--- src/rtl/bcd_seg_pkg.sv ---
package bcd_seg_pkg;
   localparam int SEG_N  = 7;
   localparam int CODE_W = 4;
   typedef logic [SEG_N-1:0]  seg_t;
   typedef logic [CODE_W-1:0] code_t;

   localparam seg_t SEG_ALL  = '1;
   localparam seg_t SEG_NONE = '0;

   function automatic seg_t glyph(input code_t c);
      case (c)
         4'd0: glyph = 7'b1111110;
         4'd1: glyph = 7'b0110000;
         4'd2: glyph = 7'b1101101;
         4'd3: glyph = 7'b1111001;
         4'd4: glyph = 7'b0110011;
         4'd5: glyph = 7'b1011011;
         4'd6: glyph = 7'b0011111;
         4'd7: glyph = 7'b1110000;
         4'd8: glyph = 7'b1111111;
         4'd9: glyph = 7'b1110011;
         default: glyph = SEG_NONE;
      endcase
   endfunction
endpackage

--- src/rtl/bcd_code_reg.sv ---
module bcd_code_reg
   import bcd_seg_pkg::*;
#(
   parameter int W = CODE_W
) (
   input  logic         clk,
   input  logic         rst,
   input  logic         hold,
   input  logic [W-1:0] d_in,
   output logic [W-1:0] q
);
   initial assert (W >= 1) else $error("code width must be positive");

   always_ff @(posedge clk) begin
      if (rst)        q <= '0;
      else if (!hold) q <= d_in;
   end
endmodule

--- src/rtl/bcd_seg_decode.sv ---
module bcd_seg_decode
   import bcd_seg_pkg::*;
#(
   parameter bit BLANK_ILLEGAL = 1'b1
) (
   input  code_t code,
   output seg_t  pattern
);
   localparam code_t MAX_DIGIT = 4'd9;

   generate
      if (BLANK_ILLEGAL) begin : g_blank
         assign pattern = (code > MAX_DIGIT) ? SEG_NONE : glyph(code);
      end else begin : g_raw
         assign pattern = glyph(code);
      end
   endgenerate
endmodule

--- src/rtl/bcd_seg_override.sv ---
module bcd_seg_override
   import bcd_seg_pkg::*;
(
   input  logic clk,
   input  logic rst,
   input  logic blank_n,
   input  logic lamp_chk_n,
   input  seg_t pattern,
   output seg_t seg_q
);
   always_ff @(posedge clk) begin
      if (rst)              seg_q <= SEG_NONE;
      else if (!lamp_chk_n) seg_q <= SEG_ALL;
      else if (!blank_n)    seg_q <= SEG_NONE;
      else                  seg_q <= pattern;
   end
endmodule

--- src/rtl/bcd_seg_hold.sv ---
module bcd_seg_hold
   import bcd_seg_pkg::*;
#(
   parameter bit BLANK_ILLEGAL = 1'b1
) (
   input  logic       clk,
   input  logic       rst,
   input  logic [3:0] digit,
   input  logic       hold,
   input  logic       blank_n,
   input  logic       lamp_chk_n,
   output logic [6:0] seg
);
   code_t kept;
   seg_t  pat;

   bcd_code_reg #(.W(CODE_W)) u_code (
      .clk(clk), .rst(rst), .hold(hold), .d_in(digit), .q(kept));

   bcd_seg_decode #(.BLANK_ILLEGAL(BLANK_ILLEGAL)) u_dec (
      .code(kept), .pattern(pat));

   bcd_seg_override u_ovr (
      .clk(clk), .rst(rst), .blank_n(blank_n), .lamp_chk_n(lamp_chk_n),
      .pattern(pat), .seg_q(seg));
endmodule

--- config.mk ---
export PLATFORM = sky130hd
export DESIGN_NAME = bcd_seg_hold
export DESIGN_NICKNAME = d
export VERILOG_FILES = /design/src/rtl/bcd_seg_pkg.sv /design/src/rtl/bcd_code_reg.sv /design/src/rtl/bcd_seg_decode.sv /design/src/rtl/bcd_seg_override.sv /design/src/rtl/bcd_seg_hold.sv
export SDC_FILE = /design/constraint.sdc
export NUM_CORES = 1
export LEC_CHECK = 0
export CORE_MARGIN = 4
export CORE_UTILIZATION = 30
export CTS_CLUSTER_DIAMETER = 60
export CTS_CLUSTER_SIZE = 8
export DETAILED_ROUTE_END_ITERATION = 6
export PLACE_DENSITY = 0.58
export SLEW_MARGIN = 25
export SYNTH_ARGS = -nofsm -noshare
export SYNTH_HDL_FRONTEND = slang
export SYNTH_HIERARCHICAL = 1
export SYNTH_SLANG_ARGS = --single-unit
--- constraint.sdc ---
create_clock -name clk -period 1.7 [get_ports clk]
set_input_delay 0.34 -clock clk [delete_from_list [all_inputs] [get_ports clk]]
set_output_delay 0.34 -clock clk [all_outputs]
set_load 0.005 [all_outputs]
## Yosys cells after proc, flatten, opt, wreduce, memory -nomap -nowiden

Memories as Yosys holds them, arrays and structs flattened. A register that Yosys moved wholly into a read port is not among the register bits.
Cells that the tools add are included.

- Memories: 1
- Input bits: 9
- Output and inout port bits: 7
- Logic and storage cells: 9
- Flip-flop bits (word level): 11
- Bits in read-only memories: 112

Memory list:

| memory | words | width | rd ports | clocked after memory_dff | wr ports | RTL line | text |
|---|---|---|---|---|---|---|---|
| (name not given) | 16 | 7 | 1 | 1 | 0 | bcd_seg_pkg.sv:11 | `case (c)` |

- Muxes and demuxes: 5
- Order comparisons: 1

Operator list:

| operator | count |
|---|---|
| $mux 7 | 3 |
| $mux 4 | 2 |
| $gt 4x4->1 const B | 1 |

## Longest topological paths before layout

Gate-level depths: netlist of run 1.

- Depth after elaboration: 4
- Mapped depth: 7

## Modules after synthesis

Netlist of run 1, hierarchy kept.

Modules (own cells, without submodules):

| module | times used | area an instance (um^2) | sequential area each (um^2) | cells an instance |
|---|---|---|---|---|
| bcd_seg_decode | 1 | 224.0 | 0.0 | 31 |
| bcd_seg_override | 1 | 201.4 | 140.1 | 21 |
| bcd_code_reg | 1 | 140.1 | 80.1 | 13 |

## Worst setup path after synthesis of run 1

Ideal clock, no wire load.

- Kind: flip-flop to flip-flop
- Start: reg u_code.q[0]
- End: reg u_ovr.seg_q[3]
- Setup slack: 0.361 ns
- Data required time: 1.584 ns
- Clock period less this slack: 1.339 ns
- Setup time: 0.116 ns
- Arrival: 1.224 ns
- Stages on the path, launching flop included: 8
- Cells stage by stage: dfxtp_1 > inv_1 > ha_1 > and2_1 > o21ai_1 > o31ai_1 > nand2_1 > a21oi_1

- Cells in the longest elaborated chain, start to end: 4

Ends and longest elaborated chain:

| what | RTL line | text |
|---|---|---|
| from (decl) | bcd_code_reg.sv:10 | `output logic [W-1:0] q` |
| from (signal assigned) | bcd_code_reg.sv:16 | `else if (!hold) q <= d_in;` |
| $gt 4x4->1 | bcd_seg_decode.sv:13 | `assign pattern = (code > MAX_DIGIT) ? SEG_NONE : glyph(code);` |
| $mux 7 | bcd_seg_decode.sv:13 |  |
| named net pat[3] | bcd_seg_hold.sv:15 | `seg_t pat;` |
| $mux 7 | bcd_seg_override.sv:14 | `else if (!blank_n) seg_q <= SEG_NONE;` |
| $mux 7 | bcd_seg_override.sv:13 | `else if (!lamp_chk_n) seg_q <= SEG_ALL;` |
| to (signal assigned) | bcd_seg_override.sv:15 | `else seg_q <= pattern;` |
| to (decl) | bcd_seg_override.sv:9 | `output seg_t seg_q` |

The timed path passes the listed nets, and every way through them passes these cells.
A chain may end at the register's enable or synchronous reset.

## Final worst setup path of run 1

Ends and elaborated chain as after synthesis.

==> out/qor.csv, run 1 <==
stage,metric,value,unit
setup_path,r2r_start,u_code/q[0],
timing,slew_headroom,74.75,%
die,io_pins,16,
placement,port-buffer-count,15,
setup_path,reg2reg_depth,7,
power_and_ir_drop,sw_frac_of_total,25.90,%
clocking,cts_max_level,1,
power_and_ir_drop,powerDensity,771.5,nW/µm²
cells_and_area,regArea,220.2,µm²
logic_synthesis,ys_types,17,
logic_synthesis,ys_ff_latch,11,
global_routing,grt_max_degree,13,
route,antenna_left,0,
timing,fin_crit,1.501,ns
global_routing,grt_pass1_vias,435,
power_and_ir_drop,combPwrFrac,21.3,%
route,first_iter_violations,5,
hold_path,holdPathEnd,u_code/q[3],
global_routing,antenna_found_initial,0,
logic_synthesis,synth_ff_type,dfxtp_1,
placement,dp_slack,0.2069,ns
outcome,status,"finished, final reports clean",
timing,slew_violations,0,
power_and_ir_drop,p_leak,0.3198,nW
hold_path,holdCritPathClass,reg -> reg,
setup_path,r2r_slack,0.20,ns
logic_synthesis,synth-edff-count,0,
power_and_ir_drop,net-switching-power,0.1527,mW
timing,timing.fmax,666.2,MHz
global_routing,grt.overflow.total,0,
route,drc,0,
cells_and_area,postLayoutCellArea,764.5,µm²
clocking,ctsHoldBuffers,0,
clocking,cts_setup_buffers,0,
power_and_ir_drop,total_power,0.5898,mW
clocking,path_clk_slew,0.07,ns
setup_path,crit_path_max_fanout,6,
route,wl_per_cell,9.778,µm
route,first_pass_iters,4,
timing,hold_viol_final,0,
die,die_area,2644,µm²
route,via_count,474,
placement,dpl.hpwl,826.6,µm
cells_and_area,syn_to_final_growth,35.18,%
setup_path,end_kind,flip-flop,
die,die_height,51.42,µm
global_routing,grt_pass1_wl,1849,µm
setup_path,worstPathArrival,1.64,ns
timing,finClkSkew,0.002669,ns
placement,post_dp_cell_area,738.2,µm²
logic_synthesis,syn_inst,65,
clocking,cts_buffers,3,
run,maxCapViolCount,0,
logic_synthesis,synthesis.area,565.5,µm²
logic_synthesis,yosysTopAreaCellShare,38.94,%
setup_path,crit_chain,"inv_1, ha_1, and2_1, o21ai_1, o31ai_1, nand2_1, a21oi_1",
die,rows,15,
setup_path,cp.required,1.84,ns
logic_synthesis,synth_common_cells,"a21oi_1, dfxtp_1, nand2_1",
power_and_ir_drop,seq_power_share,48.6,%
timing,setup_viol,0,
logic_synthesis,synthArstFlopShare,0,%
logic_synthesis,syn-num-nets,81,
clocking,cts_resized,0,
timing,finalWorstSetupSlack,0.1990,ns
logic_synthesis,ys_top_cells_by_area,"dfxtp_1, ha_1, a21oi_1, mux2i_1, nand2_1",
cells_and_area,nets,100,
hold_path,min_from,u_code/q[3],
logic_synthesis,yosysWarnings,6,
placement,routabilityCongestion,0.8114,
power_and_ir_drop,clkPwrFrac,30.1,%
cells_and_area,drive_above_1_share,6.024,%
power_and_ir_drop,vdd_drop_max,329.4,µV
route,routed_via_density,4.389,
die,core,1764,µm²
clocking,cts.sinks,11,
logic_synthesis,syn-mean-instance-area,8.701,µm²
setup_path,cpLargestDelayFamily,flip-flops,
power_and_ir_drop,internal-power,0.4370,mW
timing,finalCritPeriodShare,88.30,%
route,drt_wl_total,1056,µm
clocking,cts_buffer_depth,2,
logic_synthesis,yosys.area.top_type,dfxtp_1,
clocking,clock_latency,0.26,ns
die,start_util,32.06,%
setup_path,critPathKind,reg -> reg,
setup_path,r2r-end,u_ovr/seg_q[3],
die,die_x,51.42,µm
global_routing,track_usage,9.377,%
setup_path,start_kind,flip-flop,
cells_and_area,multi_input_area,314.1,µm²
clocking,tritoncts,built,
logic_synthesis,seq_area_frac_synth,38.94,%
timing,rsz0062_at_grt,false,
setup_path,cp_slowest_cell,dfxtp_1,
timing,fin_tns_setup,0,ns
timing,max_slew.worst_pin.slew,0.3775,ns
setup_path,path_buf_inv,1,
cells_and_area,fillCellCount,191,
cells_and_area,n_antenna_cell,0,
setup_path,slowest_delay,0.43,ns
clocking,clock-root-buffer,clkbuf_4,
hold_path,hold_depth,2,
power by group through the flow:
| stage | clock network, mW | logic [mW] | registers [mW] |
|---|---|---|---|
| global placement | 0 | 0.126 | 0.292 |
| floorplan | 0 | 0.0665 | 0.293 |
| CTS | 0.183 | 0.127 | 0.287 |
| finish | 0.177 | 0.126 | 0.287 |
| global route | 0.202 | 0.141 | 0.290 |
| detailed placement | 0 | 0.126 | 0.293 |
per-layer routing:
metal  wire (µm)  vias to the layer above  global-route usage (%)
met5           0                        -                       0
li1            -                      258                       -
met1         499                      199                   10.58
met2         466                       17                   15.47
met4           0                        0                   3.930
met3          90                        0                   3.790
placed cells by master, fill, tap and decap left out, drive strengths merged:
| master | n |
|---|---|
| o31ai | 1 |
| and2 | 1 |
| clkdlybuf4s50 | 15 |
| mux2i | 4 |
| buf | 1 |
| nand2 | 8 |
| o211ai | 2 |
| nand3 | 1 |
| dfxtp | 11 |
| o31a | 1 |
| inv | 4 |
| a31oi | 1 |
| ha | 7 |
| a21oi | 11 |
| nor2 | 7 |
| o21ai | 4 |
| clkbuf | 4 |
final cells by class:
type                    instances  area share [%]
multi-input cells              48           41.08
flip-flops and latches         11           28.81
repair buffers                 16           20.62
well taps                      25           4.092
clock buffers                   4           3.437
inverters                       4           1.964
worst max path at each step:
stage / depth (start not counted) / end / startpoint
floorplan: 7 / u_ovr/seg_q[3] / u_code/q[0]
global placement: 7 / u_ovr/seg_q[3] / u_code/q[0]
detailed placement: 7 / u_ovr/seg_q[3] / u_code/q[0]
CTS: 7 / u_ovr/seg_q[3] / u_code/q[0]
global route: 7 / u_ovr/seg_q[3] / u_code/q[0]
finish: 7 / u_ovr/seg_q[3] / u_code/q[0]
registers in the layout (all words and copies together), names as in the netlist:
name / count
u_ovr/seg_q: 7
u_code/q: 4
metrics by stage:
| step | hold slack, ns | utilization, % | instances |
|---|---|---|---|
| finish | 0.5641 | 43.33 | 108 |
| global placement | 0.5251 | 41.84 | 104 |
| CTS | 0.5595 | 43.33 | 108 |
| global route | 0.6312 | 43.33 | 108 |
| floorplan | 0.4091 | - | 65 |
| detailed placement | 0.5387 | 41.84 | 104 |
worst min-delay path: cells and delay by family, from the launching register on:
| kind | cells | cell delay [ns] |
|---|---|---|
| flops | 1 | 0.37 |
| mux | 1 | 0.09 |
| simple gates | 1 | 0.07 |
cell families after synthesis:
family,synth area share (%)
compound gates,21.02
mux,7.080
flops,38.94
fa+ha+maj,15.49
simple gates,11.95
buf+inv,5.529
No activity file was read; power rests on OpenSTA's default activity.
==> run 2, diff against run 1 <==
--- a/config.mk
+++ b/config.mk
@@ -11,6 +11,7 @@
 export CTS_CLUSTER_SIZE = 8
 export DETAILED_ROUTE_END_ITERATION = 6
 export PLACE_DENSITY = 0.58
+export SETUP_SLACK_MARGIN = 0.3
 export SLEW_MARGIN = 25
 export SYNTH_ARGS = -nofsm -noshare
 export SYNTH_HDL_FRONTEND = slang
==> out/qor.csv, run 2 (synthesized netlist as in run 1, its figures left out) <==
stage,metric,value,unit,change
outcome,status,"finished, final reports clean",,
placement,dpl.hpwl,826.6,µm,unchanged
setup_path,cp.required,1.89,ns,+0.05 ns
cells_and_area,largest_reg_flops,7,,unchanged
die,core,1764,µm²,unchanged
route,wl_met1,516,µm,+3.4%
run,maxCapViolCount,0,,unchanged
route,wl_per_cell,10.21,µm,+4.4%
setup_path,crit_path_max_fanout,5,,-1
timing,finalCritPeriodShare,82.96,%,-5.3 points
timing,setup_viol,0,,unchanged
power_and_ir_drop,powerDensity,725.4,nW/µm²,-6.0%
global_routing,grt.overflow.total,0,,unchanged
route,first_pass_iters,2,,-2
timing,hold_viol_final,0,,unchanged
placement,routabilityCongestion,0.8114,,unchanged
global_routing,grt_max_degree,13,,unchanged
route,wl_met3,85,µm,-5.6%
clocking,cts.sinks,11,,unchanged
route,antenna_left,0,,unchanged
cells_and_area,top_register,u_ovr/seg_q,,
hold_path,min_from,u_code/q[3],,
cells_and_area,final_common_cell,dfxtp_1,,
power_and_ir_drop,internal-power,0.4378,mW,+0.18%
die,die_height,51.42,µm,unchanged
global_routing,track_usage,9.377,%,unchanged
cells_and_area,syn_to_final_growth,45.58,%,
timing,fin_crit,1.410,ns,-0.09070 ns
clocking,tritoncts,built,,
global_routing,grt_pass1_wl,1849,µm,unchanged
clocking,clock_latency,0.26,ns,about the same
timing,slew_headroom,69.91,%,-4.8 points
setup_path,end_kind,flip-flop,,
cells_and_area,nets,101,,+1.0%
timing,slew_violations,0,,unchanged
route,top_layer,met3,,
cells_and_area,n_antenna_cell,0,,unchanged
setup_path,cp-startpoint,u_code/q[1],,
route,drc,0,,unchanged
cells_and_area,largestRegisters,"u_ovr/seg_q: 7 flops, u_code/q: 4 flops",,
route,first_iter_violations,2,,-3
clocking,ctsHoldBuffers,0,,unchanged
clocking,path_clk_slew,0.07,ns,about the same
clocking,cts_buffers,3,,unchanged
cells_and_area,final_cell_mix,"dfxtp_1, clkdlybuf4s50_1, nand2_1, dlygate4sd2_1",,
timing,rsz0062_at_grt,true,,
clocking,clock-root-buffer,clkbuf_4,,
clocking,cts_buffer_depth,2,,unchanged
die,io_pins,16,,unchanged
clocking,cts_max_level,1,,unchanged
timing,max_slew.worst_pin.slew,0.4499,ns,+0.07240 ns
route,via_count,485,,+2.3%
power_and_ir_drop,seq_power_share,48.2,%,-0.4 points
timing,fin_tns_setup,0,ns,unchanged
setup_path,start_kind,flip-flop,,
power_and_ir_drop,p_leak,0.3497,nW,+9.3%
die,die_area,2644,µm²,unchanged
global_routing,grt_pass1_vias,435,,unchanged
route,wl_met2,512,µm,+9.9%
placement,port-buffer-count,15,,unchanged
power_and_ir_drop,combPwrFrac,22.8,%,+1.5 points
hold_path,holdCritPathClass,reg -> reg,,
placement,post_dp_cell_area,738.2,µm²,unchanged
global_routing,antenna_found_initial,0,,unchanged
die,start_util,32.06,%,unchanged
cells_and_area,drive_above_1_share,23.81,%,+18 points
die,rows,15,,unchanged
setup_path,r2r_start,u_code/q[1],,
power_and_ir_drop,vdd_drop_max,324.8,µV,-1.4%
route,routed_via_density,4.450,,+1.4%
route,drt_wl_total,1113,µm,+5.4%
setup_path,critPathKind,reg -> reg,,
cells_and_area,postLayoutCellArea,823.3,µm²,+7.7%
timing,finClkSkew,0.0007311,ns,-0.001938 ns
power_and_ir_drop,sw_frac_of_total,26.68,%,+0.78 points
die,die_x,51.42,µm,unchanged
power_and_ir_drop,net-switching-power,0.1593,mW,+4.3%
setup_path,worstPathArrival,1.60,ns,-0.04 ns
power_and_ir_drop,clkPwrFrac,29.0,%,-1.1 points
timing,timing.fmax,709.1,MHz,+6.4%
[run 2: worst max-delay path: stages (launching register included)]
cell     delay, ns
dfxtp_2       0.32
inv_2         0.12
ha_4          0.16
nor2_2        0.04
o31a_1        0.36
a31oi_2       0.16
nand2_1       0.08
a21oi_2       0.11
[run 2: metrics by stage]
step | util [%] | total power [mW] | std cells | hold slack, ns | setup WS, ns
after floorplan | - | 0.3591 | 65 | 0.4091 | 0.3607
after global placement | 41.84 | 0.4179 | 104 | 0.5251 | 0.2719
after detailed placement | 41.84 | 0.4187 | 104 | 0.5387 | 0.2069
after CTS | 42.91 | 0.5876 | 108 | 0.5595 | 0.3086
after global routing | 46.67 | 0.6436 | 109 | 0.6221 | 0.2012
final | 46.67 | 0.5972 | 109 | 0.5626 | 0.2897
[run 2: final cells by class]
cell class / count / area [µm²]
clock buffers: 4 / 26.28
fillers: 186 / 940.9
inverters: 4 / 17.52
multi-input cells: 48 / 366.6
flip-flops and latches: 11 / 225.2
well taps: 25 / 31.28
repair buffers: 17 / 156.4
[run 2: layer usage]
| layer | up-vias | global-route usage, % |
|---|---|---|
| li1 | 262 | - |
| met1 | 208 | 10.58 |
| met2 | 15 | 15.47 |
| met3 | 0 | 3.790 |
| met4 | 0 | 3.930 |
| met5 | - | 0 |
[run 2: timing repair]
item,4_1_cts,5_1_grt
setup buffers,0,1
pin swaps,0,9
endpoints found under the setup margin,14,6
gates resized for setup,9,16
[run 2: worst paths after layout]
path	cells past startpoint	slack [ns]	endpoint
min reg2reg	2	0.56	u_code/q[3]
max reg2reg	7	0.29	u_ovr/seg_q[4]
min	2	0.56	u_code/q[3]
max	7	0.29	u_ovr/seg_q[4]
[run 2: power by group through the flow]
stage / logic (mW) / registers, mW / clock network (mW)
6_report: 0.136 / 0.288 / 0.173
5_1_grt: 0.150 / 0.291 / 0.202
4_1_cts: 0.118 / 0.287 / 0.183
3_5_place_dp: 0.126 / 0.293 / 0
3_3_place_gp: 0.126 / 0.292 / 0
2_1_floorplan: 0.0665 / 0.293 / 0
==> run 3, diff against run 2 <==
==> constraint.sdc (replaced) <==
create_clock -name clk -period 1.4 [get_ports clk]
set_input_delay 0.28 -clock clk [delete_from_list [all_inputs] [get_ports clk]]
set_output_delay 0.28 -clock clk [all_outputs]
set_load 0.005 [all_outputs]
==> out/qor.csv, run 3 (synthesized netlist as in run 1, its figures left out) <==
stage,metric,value,unit,change
outcome,status,"finished, final reports clean",,
setup_path,critPathKind,reg -> reg,,
cells_and_area,largest_reg_flops,7,,unchanged
timing,max_slew.worst_pin.slew,0.4419,ns,-0.008019 ns
route,routed_via_density,4.667,,+4.9%
route,first_pass_iters,3,,+1
run,maxCapViolCount,0,,unchanged
setup_path,crit_chain,"inv_4, ha_4, nor2_2, o31a_1, a31oi_2, nand2_1, a21oi_2",,
clocking,clock-root-buffer,clkbuf_4,,
setup_path,worstPathArrival,1.54,ns,-0.06 ns
cells_and_area,final_cell_mix,"clkdlybuf4s50_1, nand2_1, dfxtp_1, a21oi_1",,
timing,hold_viol_final,0,,unchanged
timing,timing.fmax,749.0,MHz,+5.6%
clocking,cts.sinks,11,,unchanged
die,die_x,51.42,µm,unchanged
setup_path,start_kind,flip-flop,,
route,wl_per_cell,10.41,µm,+2.0%
placement,routabilityCongestion,0.7307,,-9.9%
cells_and_area,syn_to_final_growth,48.45,%,
global_routing,grt_pass1_wl,1966,µm,+6.3%
cells_and_area,n_antenna_cell,0,,unchanged
die,core,1764,µm²,unchanged
cells_and_area,top_register,u_ovr/seg_q,,
timing,rsz0062_at_grt,true,,
clocking,cts_buffers,3,,unchanged
global_routing,grt_max_degree,13,,unchanged
clocking,tritoncts,built,,
setup_path,slowest_delay,0.37,ns,about the same
timing,fin_tns_setup,0,ns,unchanged
timing,holdWs,0.5549,ns,-0.007680 ns
route,first_iter_violations,7,,+5
placement,dpl.hpwl,814.5,µm,-1.5%
setup_path,cp.required,1.60,ns,-0.29 ns
route,drt_wl_total,1156,µm,+3.9%
clocking,cts_buffer_depth,2,,unchanged
die,start_util,32.06,%,unchanged
die,rows,15,,unchanged
die,io_pins,16,,unchanged
power_and_ir_drop,p_leak,0.3504,nW,+0.19%
timing,setup_viol,0,,unchanged
global_routing,track_usage,9.982,%,+0.60 points
timing,finClkSkew,0.01026,ns,+0.009533 ns
cells_and_area,fillCellCount,186,,unchanged
clocking,cts_max_level,1,,unchanged
route,antenna_left,0,,unchanged
setup_path,cp_slowest_cell,dfxtp_4,,
global_routing,antenna_found_initial,0,,unchanged
hold_path,holdCritPathClass,reg -> reg,,
timing,finalCritPeriodShare,95.37,%,+12 points
clocking,path_clk_slew,0.08,ns,about the same
power_and_ir_drop,vdd_drop_max,496.9,µV,+53%
clocking,clock_latency,0.28,ns,+0.02 ns
clocking,ctsHoldBuffers,0,,unchanged
cells_and_area,largestRegisters,"u_ovr/seg_q: 7 flops, u_code/q: 4 flops",,
global_routing,grt_pass1_vias,470,,+8.0%
setup_path,crit_path_max_fanout,5,,unchanged
timing,fin_crit,1.335,ns,-0.07521 ns
power_and_ir_drop,powerDensity,890.6,nW/µm²,+23%
global_routing,grt.overflow.total,0,,unchanged
placement,dp.cells,105,,+0.96%
placement,port-buffer-count,15,,unchanged
cells_and_area,post-route-util,47.59,%,+0.92 points
cells_and_area,fin_cells,111,,+1.8%
cells_and_area,nets,103,,+2.0%
cells_and_area,drive_above_1_share,30.23,%,+6.4 points
die,die_area,2644,µm²,unchanged
die,die_height,51.42,µm,unchanged
timing,slew_headroom,70.45,%,+0.54 points
route,drc,0,,unchanged
route,via_count,518,,+6.8%
timing,slew_violations,0,,unchanged
setup_path,end_kind,flip-flop,,
## run 3: area by class of cell
class                           instances  area [µm²]  area share [%]
Multi-Input combinational cell         48       365.4           43.52
Tap cell                               25       31.28           3.726
Sequential cell                        11       227.7           27.12
Inverter                                4       20.02           2.385
Clock buffer                            4       26.28           3.130
Timing Repair Buffer                   19       168.9           20.12
## run 3: stage by stage
stage          worst slack [ns]  area, µm²  power, mW
6_report                0.06487      839.6     0.7477
3_5_place_dp            0.07459      748.2     0.5125
4_1_cts                 0.04930      822.0     0.7428
5_1_grt                -0.03664      839.6     0.7993
2_1_floorplan            0.1453      568.0     0.4377
3_3_place_gp            0.07123      748.2     0.5130
## run 3: worst paths after layout
kind | from | endpoint | slack, ns | cells after the start
setup / recovery | u_code/q[0] | u_ovr/seg_q[4] | 0.06 | 7
hold / removal | u_code/q[3] | u_code/q[3] | 0.55 | 2
setup reg to reg | u_code/q[0] | u_ovr/seg_q[4] | 0.06 | 7
hold reg to reg | u_code/q[3] | u_code/q[3] | 0.55 | 2
## run 3: timing repair
| action | 4_1_cts | 5_1_grt |
|---|---|---|
| setup endpoints to repair | 14 | 13 |
| gates resized for setup | 19 | 13 |
| pin swaps | 12 | 4 |
| setup buffers | 2 | 0 |
## run 3: routing by layer
metal / GRT usage, % / wire (µm)
met5: 0 / 0
met4: 3.930 / 18
met3: 4.665 / 123
met1: 10.76 / 441
met2: 16.74 / 573
## run 3: report_power, final
group / switching (mW) / internal (mW)
Sequential: 0.0142 / 0.336
Clock: 0.115 / 0.110
Combinational: 0.0807 / 0.0913
Total: 0.210 / 0.538
## run 3: critical path, delay by kind of cell (launching register included)
family,cells,cell delay (ns)
buffers and inverters,1,0.07
AOI/OAI and AO/OA,3,0.57
adders and majority gates,1,0.12
DFF,1,0.37
and+or+nand+nor,2,0.11
